[src/rtl/clk_gap_monitor.sv]
module clk_gap_monitor #(
  parameter int unsigned REF_HZ      = 1_000_000,
  parameter int unsigned SYNC_STAGES = 2
) (
  input  logic ref_clk,
  input  logic ref_rst_n,
  input  logic mon_clk,
  input  logic det_en,
  output logic rst_req
);
  localparam int unsigned LIMIT = REF_HZ / 10000;
  localparam int unsigned CW    = (LIMIT < 2) ? 1 : $clog2(LIMIT);

  logic [SYNC_STAGES:0] sync_q;
  logic [CW-1:0]        age;
  logic                 armed;
  logic                 mon_rise;
  logic                 expire;

  always_ff @(posedge ref_clk) begin
    if (!ref_rst_n) sync_q <= '0;
    else            sync_q <= {sync_q[SYNC_STAGES-1:0], mon_clk};
  end

  assign mon_rise = sync_q[SYNC_STAGES-1] & ~sync_q[SYNC_STAGES];
  assign expire   = det_en & armed & ~mon_rise & (age == CW'(LIMIT - 1));

  always_ff @(posedge ref_clk) begin
    if (!ref_rst_n) begin
      age     <= '0;
      armed   <= 1'b1;
      rst_req <= 1'b0;
    end else begin
      rst_req <= expire;
      if (!det_en || mon_rise) begin
        age   <= '0;
        armed <= 1'b1;
      end else if (expire) begin
        armed <= 1'b0;
      end else if (armed) begin
        age <= age + 1'b1;
      end
    end
  end
endmodule

[config.mk]
export PLATFORM = sky130hd
export DESIGN_NAME = clk_gap_monitor
export DESIGN_NICKNAME = d
export VERILOG_FILES = /design/src/rtl/clk_gap_monitor.sv
export SDC_FILE = /design/constraint.sdc
export NUM_CORES = 1
export LEC_CHECK = 0
export ABC_AREA = 0
export BUFFER_PORTS_ARGS = -buffer_cell sky130_fd_sc_hd__buf_2
export CORE_AREA = 2 2 39 41
export DETAILED_ROUTE_END_ITERATION = 7
export DIE_AREA = 0 0 41 43
export SYNTH_ARGS = -nofsm -noshare
export SYNTH_HDL_FRONTEND = slang
export SYNTH_SLANG_ARGS = --single-unit
[constraint.sdc]
create_clock -name ref_clk -period 1.41 [get_ports ref_clk]
set_input_delay 0.282 -clock ref_clk [delete_from_list [all_inputs] [get_ports ref_clk]]
set_output_delay 0.282 -clock ref_clk [all_outputs]
set_load 0.05 [all_outputs]
=== Yosys cells after proc, flatten, opt, wreduce, memory -nomap -nowiden ===
Cells that the tools add are included.

* Word-level logic and storage cells: 18
* Memories kept: 0
* Input port bits: 4
* Bits in latches: 0
* Memory bits (writable): 0
* Bits in registers: 12
* Bits in read-only memories: 0

* Equal/unequal tests: 1
* Multipliers: 0
* $lt $le $gt $ge: 0
* Bitwise gates (word level): 8
* Reduce and logical (&&, ||, !) cells: 4
* Shifts and indexed selects: 0
* Mux-type cells: 0
* $add $sub $neg: 1
* Divide/modulo/power cells: 0

{| class="wikitable"
|+ Operators by type and width
! kind !! count
|-
| $add A7 B1 Y7 const B || 1
|-
| $eq A7 B7 Y1 const B || 1
|-
| $and A1 B1 Y1 || 4
|-
| $not A1 Y1 || 4
|-
| $reduce_and A2 Y1 || 1
|-
| $reduce_or A2 Y1 || 1
|-
| $logic_not A1 Y1 || 1
|-
| $logic_or A1 B1 Y1 || 1
|}

=== Depth between registers and ports, before layout ===
Gate-level depths: netlist of the first run.

* Word-level depth: 7
* Depth in mapped cells: 4

=== Worst setup path after synthesis of the first run ===
No wires, ideal clock.

* Path type: register to register
* From: register age[0]
* To: register age[6]
* Required time: 1.338 ns
* Clock period less this slack: 1.235 ns
* Setup slack: 0.175 ns
* Arrival: 1.163 ns
* Setup time: 0.072 ns
* Stages on the path, launching flop included: 5
* Cell sequence: dfxtp_1 ha_1 nand4_1 or3_1 a21oi_1

* Word-level cells in the longest chain between the ends: 4

{| class="wikitable"
|+ Ends and longest elaborated chain
! element !! line !! text
|-
| start, declared || 15 || <nowiki>logic [CW-1:0] age;</nowiki>
|-
| start signal, assigned || 41 || <nowiki>age <= age + 1'b1;</nowiki>
|-
| parallel branches: the longest is 4 deep, another holds $add A7 B1 Y7 || -- ||
|}

Several ways; the timed one is not identified.
A chain may end at the register's enable or synchronous reset.

=== Worst setup path after layout of the first run ===
Ends and elaborated chain as after synthesis.

==> implementation parameters, run 1 <==
Parameter                              Value

Layout
  Share of layout cells above drive strength 1    15.8%
  Non-filler instance count after layout    73
  N_diodes    0
  Synthesis-to-layout area growth    13.4%
  Layout net count    64
  Final standard cell area without fillers    551 um^2

Global route
  All-Layer GR Usage    11.7%
  Total congestion overflow after global routing    0
  Pin count of the biggest net entering global routing    9
  Antenna violations before repair    0
  Global-route wire length before repair    1.37 mm
  Via count of the first global-routing pass    338

Status
  Run status    complete, no violations

Die
  Die Footprint    1760 um^2
  Total number of placement rows    14
  Die width    41 um
  Count of pins on the block boundary    5
  Starting Density    35.1%
  Die height    43 um
  Core footprint    1380 um^2

Routing
  Routed len/inst    10.9 um
  Detailed-route via count    378
  Iteration-0 DRC Markers    4
  Via-to-Cell Ratio    5.18
  DRT antenna net count    0
  Sum of routed wire length over all layers    795 um
  Number of remaining DRC errors    0
  1st-pass router iterations    2

Synthesis
  Top cell types by occurrence after synthesis    sky130_fd_sc_hd__dfxtp_1 (12), sky130_fd_sc_hd__o2111ai_1 (5), sky130_fd_sc_hd__inv_1 (4), sky130_fd_sc_hd__nand2_1 (4)
  Netlist Area Pre-Place    485 um^2
  Register area share after synthesis    49.5%
  Top area cells in the synthesized netlist    sky130_fd_sc_hd__dfxtp_1 (49%), sky130_fd_sc_hd__o2111ai_1 (9.0%), sky130_fd_sc_hd__mux2i_1 (4.1%)
  Library cell with the largest summed area after synthesis    sky130_fd_sc_hd__dfxtp_1
  Number of register bits inferred by synthesis    12
  Number of distinct library cell variants in the gate-level netlist after synthesis    19
  Ys Warns    0
  Number of enable flip-flop cells after synthesis    0
  Synthesized netlist net count    55
  Commonest register cell after synthesis    sky130_fd_sc_hd__dfxtp_1
  Share of the synthesized area in the top cell type    49.5%
  Avg Inst Size Synth    9.71 um^2
  Share of synthesized registers carrying an async set or reset    0%
  Post-synthesis cell count    50
  Most numerous cell in the Yosys netlist    sky130_fd_sc_hd__dfxtp_1

STA
  Skew final    0.00386 ns
  Worst hold margin    0.217 ns
  Worst slew margin relative to its limit    62.9%
  Time the final worst path needs with I/O delays and setup    1.32 ns
  Final critical-path share of the clock period    93.7%
  FMAX    757 MHz
  Worst-margin pin slew    0.555 ns
  Count of final max-slew check failures    0
  Number of endpoints with negative hold slack in the final report    0
  Setup violations, final    0

Setup path
  Startpoint Class    register
  Arrival time of data at the critical path endpoint    1.52 ns
  CP endpoint kind    register
  Cell with the largest stage delay on the worst path    sky130_fd_sc_hd__dfxtp_1
  Largest fanout of any net on the critical path    4
  Data required, critical path    1.61 ns
  Crit Path Class    reg2reg
  CP Cell Sequence    ha_2 > nand4_1 > or3_1 > a21oi_1
  Stage delay of the slowest cell on the critical path    0.39 ns

Clocking
  Number of buffers created by CTS    3
  CTS tree    yes
  Clock-pin slew of the registers on the worst-case setup and hold paths    0.07 ns
  Setup Buffers After CTS    0
  Later-pin clock latency in the skew report    0.27 ns
  Clock net sink count    12
  Buffer type at the clock tree root    sky130_fd_sc_hd__clkbuf_4
  Level count of the clock H-tree    1
  Buffer depth of the longest clock path    2

Placement
  DP Wirelength    570 um
  Cell area after placement    526 um^2
  Placed Cells incl. Taps    70
  Final RePlAce weighted congestion    0.667
  Quantity of I/O buffers inserted on ports    4

Min path
  Hold Path Class    in2reg

Power
  Peak supply drop    0.000550 V
  Power density normalized to cell area    1050 nW/um^2
  Leakage dissipation    0.000200 uW

Flow run
  Maximum capacitance violations    0
-- power breakdown --
part	total (uW)	leakage, uW	switching, uW	internal (uW)
Clock	204	0.0000138	105	98.8
Combinational	22.6	0.0000886	13.0	9.53
Sequential	349	0.0000975	4.54	345
Total	576	0.000200	122	453
-- area by class of cell --
cell class | count | area [um^2]
fill | 146 | 833
timing repair buffer | 4 | 20.0
multi-input combinational | 34 | 233
tap | 16 | 20.0
inverter | 4 | 15.0
sequential | 12 | 240
clock buffer | 3 | 22.5
-- cells in the final DEF (no fill, tap or decap), drive strengths merged, types with 2 or more instances in the layout --
cell type  Yosys  routed
mux2i          2       2
clkbuf         0       3
a21oi          3       3
o2111ai        5       5
and2           3       3
nor2           2       2
or3            2       2
inv            4       4
buf            0       4
dfxtp         12      12
xor2           2       2
nand2          4       4
o21ai          2       2
nand4          2       2
-- cells by family after synthesis --
logic type | synth area share [%]
DFF | 49.5
muxes | 4.12
adders and majority gates | 2.58
xor gates and xnor gates | 3.61
and+or+nand+nor | 19.8
buffers and inverters | 3.09
AOI/OAI and AO/OA | 17.3
-- what timing repair did --
action,CTS,global route
endpoints found under the setup margin,0,1
hold buffers,0,0
resized for setup,0,1
-- through the flow --
step / total power, uW / util, % / setup WS (ns) / TNS, ns
3_3_place_gp: 380 / 38.0 / 0.130 / 0
3_5_place_dp: 379 / 38.0 / 0.0927 / 0
5_1_grt: 600 / 39.8 / -0.00340 / -0.00340
4_1_cts: 585 / 39.6 / 0.0736 / 0
6_report: 576 / 39.8 / 0.0886 / 0
2_1_floorplan: 368 / - / 0.175 / 0
-- metal layers --
layer | GRT usage, % | vias to the layer above | share of wire, %
li1 | - | 201 | -
met1 | 15.2 | 165 | 48
met2 | 16.3 | 8 | 44
met3 | 6.28 | 4 | 6.2
met4 | 4.00 | 0 | 1.0
met5 | 0 | - | 0
-- worst paths after layout --
path                                 from   endpoint  slack [ns]  cells past startpoint
worst min-delay path              mon_clk  sync_q[0]        0.22                      2
worst max register to register     age[0]     age[6]        0.09                      4
worst min register to register  sync_q[0]  sync_q[1]        0.44                      1
worst max-delay path               age[0]     age[6]        0.09                      4
-- registers in the layout, summed over array words and instances, names as in the netlist --
signal	count
armed	1
sync_q	3
rst_req	1
age	7
-- worst max-delay path, delay by kind of cell, from the launching register on --
| family | cells | cell delay, ns |
|---|---|---|
| DFF | 1 | 0.39 |
| AOI/OAI and AO/OA | 1 | 0.13 |
| adders and majority gates | 1 | 0.22 |
| and+or+nand+nor | 2 | 0.52 |
Power figures use the tool's default switching activity.
==> run 2, diff against run 1 <==
==> constraint.sdc (replaced) <==
create_clock -name ref_clk -period 1.4 [get_ports ref_clk]
set_input_delay 0.28 -clock ref_clk [delete_from_list [all_inputs] [get_ports ref_clk]]
set_output_delay 0.28 -clock ref_clk [all_outputs]
set_load 0.05 [all_outputs]
==> implementation parameters, run 2 (synthesis gave the netlist of run 1 again) <==
Parameter                              Value

Power
  Leakage dissipation    0.000200 uW (about the same)
  Power density normalized to cell area    1050 nW/um^2 (about the same)
  Peak supply drop    0.000555 V (was 0.000550 V)
  Overall power after layout    580 uW (was 576 uW)

Layout
  Share of layout cells above drive strength 1    17.5% (was 15.8%)
  Flip-flop count of the largest register, all copies and words added    7 (unchanged)
  Synthesis-to-layout area growth    13.7% (was 13.4%)
  Leading cell type in the layout, fill and taps excluded    sky130_fd_sc_hd__dfxtp_1 (unchanged)
  Final standard cell area without fillers    552 um^2 (was 551 um^2)
  Layout net count    64 (unchanged)
  Largest register by flop count    age (unchanged)
  Biggest registers after layout    age: 7 flops, sync_q: 3 flops (unchanged)
  N_diodes    0 (unchanged)
  Leading cell types in the layout, fill and taps excluded    sky130_fd_sc_hd__dfxtp_1 (11), sky130_fd_sc_hd__o2111ai_1 (5), sky130_fd_sc_hd__inv_1 (4), sky130_fd_sc_hd__nand2_1 (4), sky130_fd_sc_hd__buf_2 (4) (was sky130_fd_sc_hd__dfxtp_1 (12), sky130_fd_sc_hd__o2111ai_1 (5), sky130_fd_sc_hd__inv_1 (4), sky130_fd_sc_hd__nand2_1 (4), sky130_fd_sc_hd__buf_2 (4))

Placement
  Worst slack at placement    0.0827 ns (was 0.0927 ns)
  Cell area after placement    526 um^2 (unchanged)
  Final RePlAce weighted congestion    0.667 (unchanged)
  Quantity of I/O buffers inserted on ports    4 (unchanged)
  DP Wirelength    570 um (unchanged)

STA
  Count of final max-slew check failures    0 (unchanged)
  Sum of negative setup slack    0 ns (unchanged)
  Setup repair after global routing missed its margin    false
  Number of endpoints with negative hold slack in the final report    0 (unchanged)
  Final critical-path share of the clock period    93.4% (was 93.7%)
  Skew final    0.00361 ns (was 0.00386 ns)
  Time the final worst path needs with I/O delays and setup    1.31 ns (was 1.32 ns)
  Worst hold margin    0.215 ns (was 0.217 ns)
  Setup violations, final    0 (unchanged)
  Final worst-path setup slack    0.0920 ns (was 0.0886 ns)
  Worst-margin pin slew    0.549 ns (was 0.555 ns)
  Worst slew margin relative to its limit    63.2% (was 62.9%)
  FMAX    764 MHz (was 757 MHz)

Global route
  Global-route wire length before repair    1.37 mm (unchanged)
  Total congestion overflow after global routing    0 (unchanged)
  Via count of the first global-routing pass    338 (unchanged)
  All-Layer GR Usage    11.7% (unchanged)
  Antenna violations before repair    0 (unchanged)
  Pin count of the biggest net entering global routing    9 (unchanged)

Setup path
  Startpoint Class    register (unchanged)
  Largest fanout of any net on the critical path    4 (unchanged)
  Arrival time of data at the critical path endpoint    1.51 ns (was 1.52 ns)
  Crit Path Class    reg2reg (unchanged)
  CP endpoint kind    register (unchanged)
  Data required, critical path    1.60 ns (was 1.61 ns)

Min path
  Hold Path Class    in2reg (unchanged)

Clocking
  Clock net sink count    12 (unchanged)
  Level count of the clock H-tree    1 (unchanged)
  Number of buffers created by CTS    3 (unchanged)
  Buffer depth of the longest clock path    2 (unchanged)
  Later-pin clock latency in the skew report    0.27 ns (about the same)
  Buffer type at the clock tree root    sky130_fd_sc_hd__clkbuf_4 (unchanged)
  Clock-pin slew of the registers on the worst-case setup and hold paths    0.07 ns (about the same)
  CTS tree    yes (unchanged)
  Hold buffer count at cts    0 (unchanged)

Routing
  Sum of routed wire length over all layers    801 um (was 795 um)
  Number of remaining DRC errors    0 (unchanged)
  DRT antenna net count    0 (unchanged)
  Via-to-Cell Ratio    5.19 (was 5.18)
  1st-pass router iterations    4 (was 2)
  Iteration-0 DRC Markers    10 (was 4)
  Detailed-route via count    379 (was 378)
  Routed len/inst    11.0 um (was 10.9 um)

Die
  Die Footprint    1760 um^2 (unchanged)
  Die height    43 um (unchanged)
  Starting Density    35.1% (unchanged)
  Total number of placement rows    14 (unchanged)
  Core footprint    1380 um^2 (unchanged)
  Count of pins on the block boundary    5 (unchanged)
  Die width    41 um (unchanged)

Status
  Run status    complete, no violations (unchanged)

Flow run
  Maximum capacitance violations    0 (unchanged)
==> run 2: metal layers <==
metal / wire [um] / global-route usage, %
met3: 53 / 6.28
met4: 9 / 4.00
met5: 0 / 0
met1: 387 / 15.2
met2: 350 / 16.3
==> run 2: stage by stage <==
stage / instances / utilization [%]
after floorplan: 50 / -
after global placement: 70 / 38.0
after detailed placement: 70 / 38.0
after CTS: 73 / 39.6
after global routing: 73 / 39.9
final: 73 / 39.9
==> run 2: critical path, stage by stage, from the launching register on <==
cell and delay, ns:
sky130_fd_sc_hd__dfxtp_1 0.38, sky130_fd_sc_hd__ha_2 0.22, sky130_fd_sc_hd__nand4_1 0.15, sky130_fd_sc_hd__or3_1 0.37
sky130_fd_sc_hd__a21oi_1 0.13
==> run 2: what timing repair did <==
| action | in CTS | in global routing |
|---|---|---|
| buffers inserted | 0 | 0 |
| gates resized for setup | 0 | 2 |
| endpoints found under the setup margin | 0 | 1 |
==> run 2: path summary, 6_finish.rpt <==
path,start,cells past startpoint,end,slack [ns]
worst min-delay path,mon_clk,2,sync_q[0],0.22
worst min register to register,sync_q[0],1,sync_q[1],0.44
worst max-delay path,age[1],4,age[6],0.09
worst max register to register,age[1],4,age[6],0.09
==> run 2: area by class of cell <==
type	count	area [um^2]
Multi-Input combinational cell	34	233
Tap cell	16	20.0
Clock buffer	3	22.5
Timing Repair Buffer	4	20.0
Sequential cell	12	241
Inverter	4	15.0
Fill cell	145	832
==> run 2: report_power, final <==
group | switching, uW | total [uW] | internal [uW]
Combinational | 13.1 | 22.7 | 9.61
Clock | 106 | 205 | 99.5
Sequential | 4.68 | 352 | 348
Total | 124 | 580 | 457
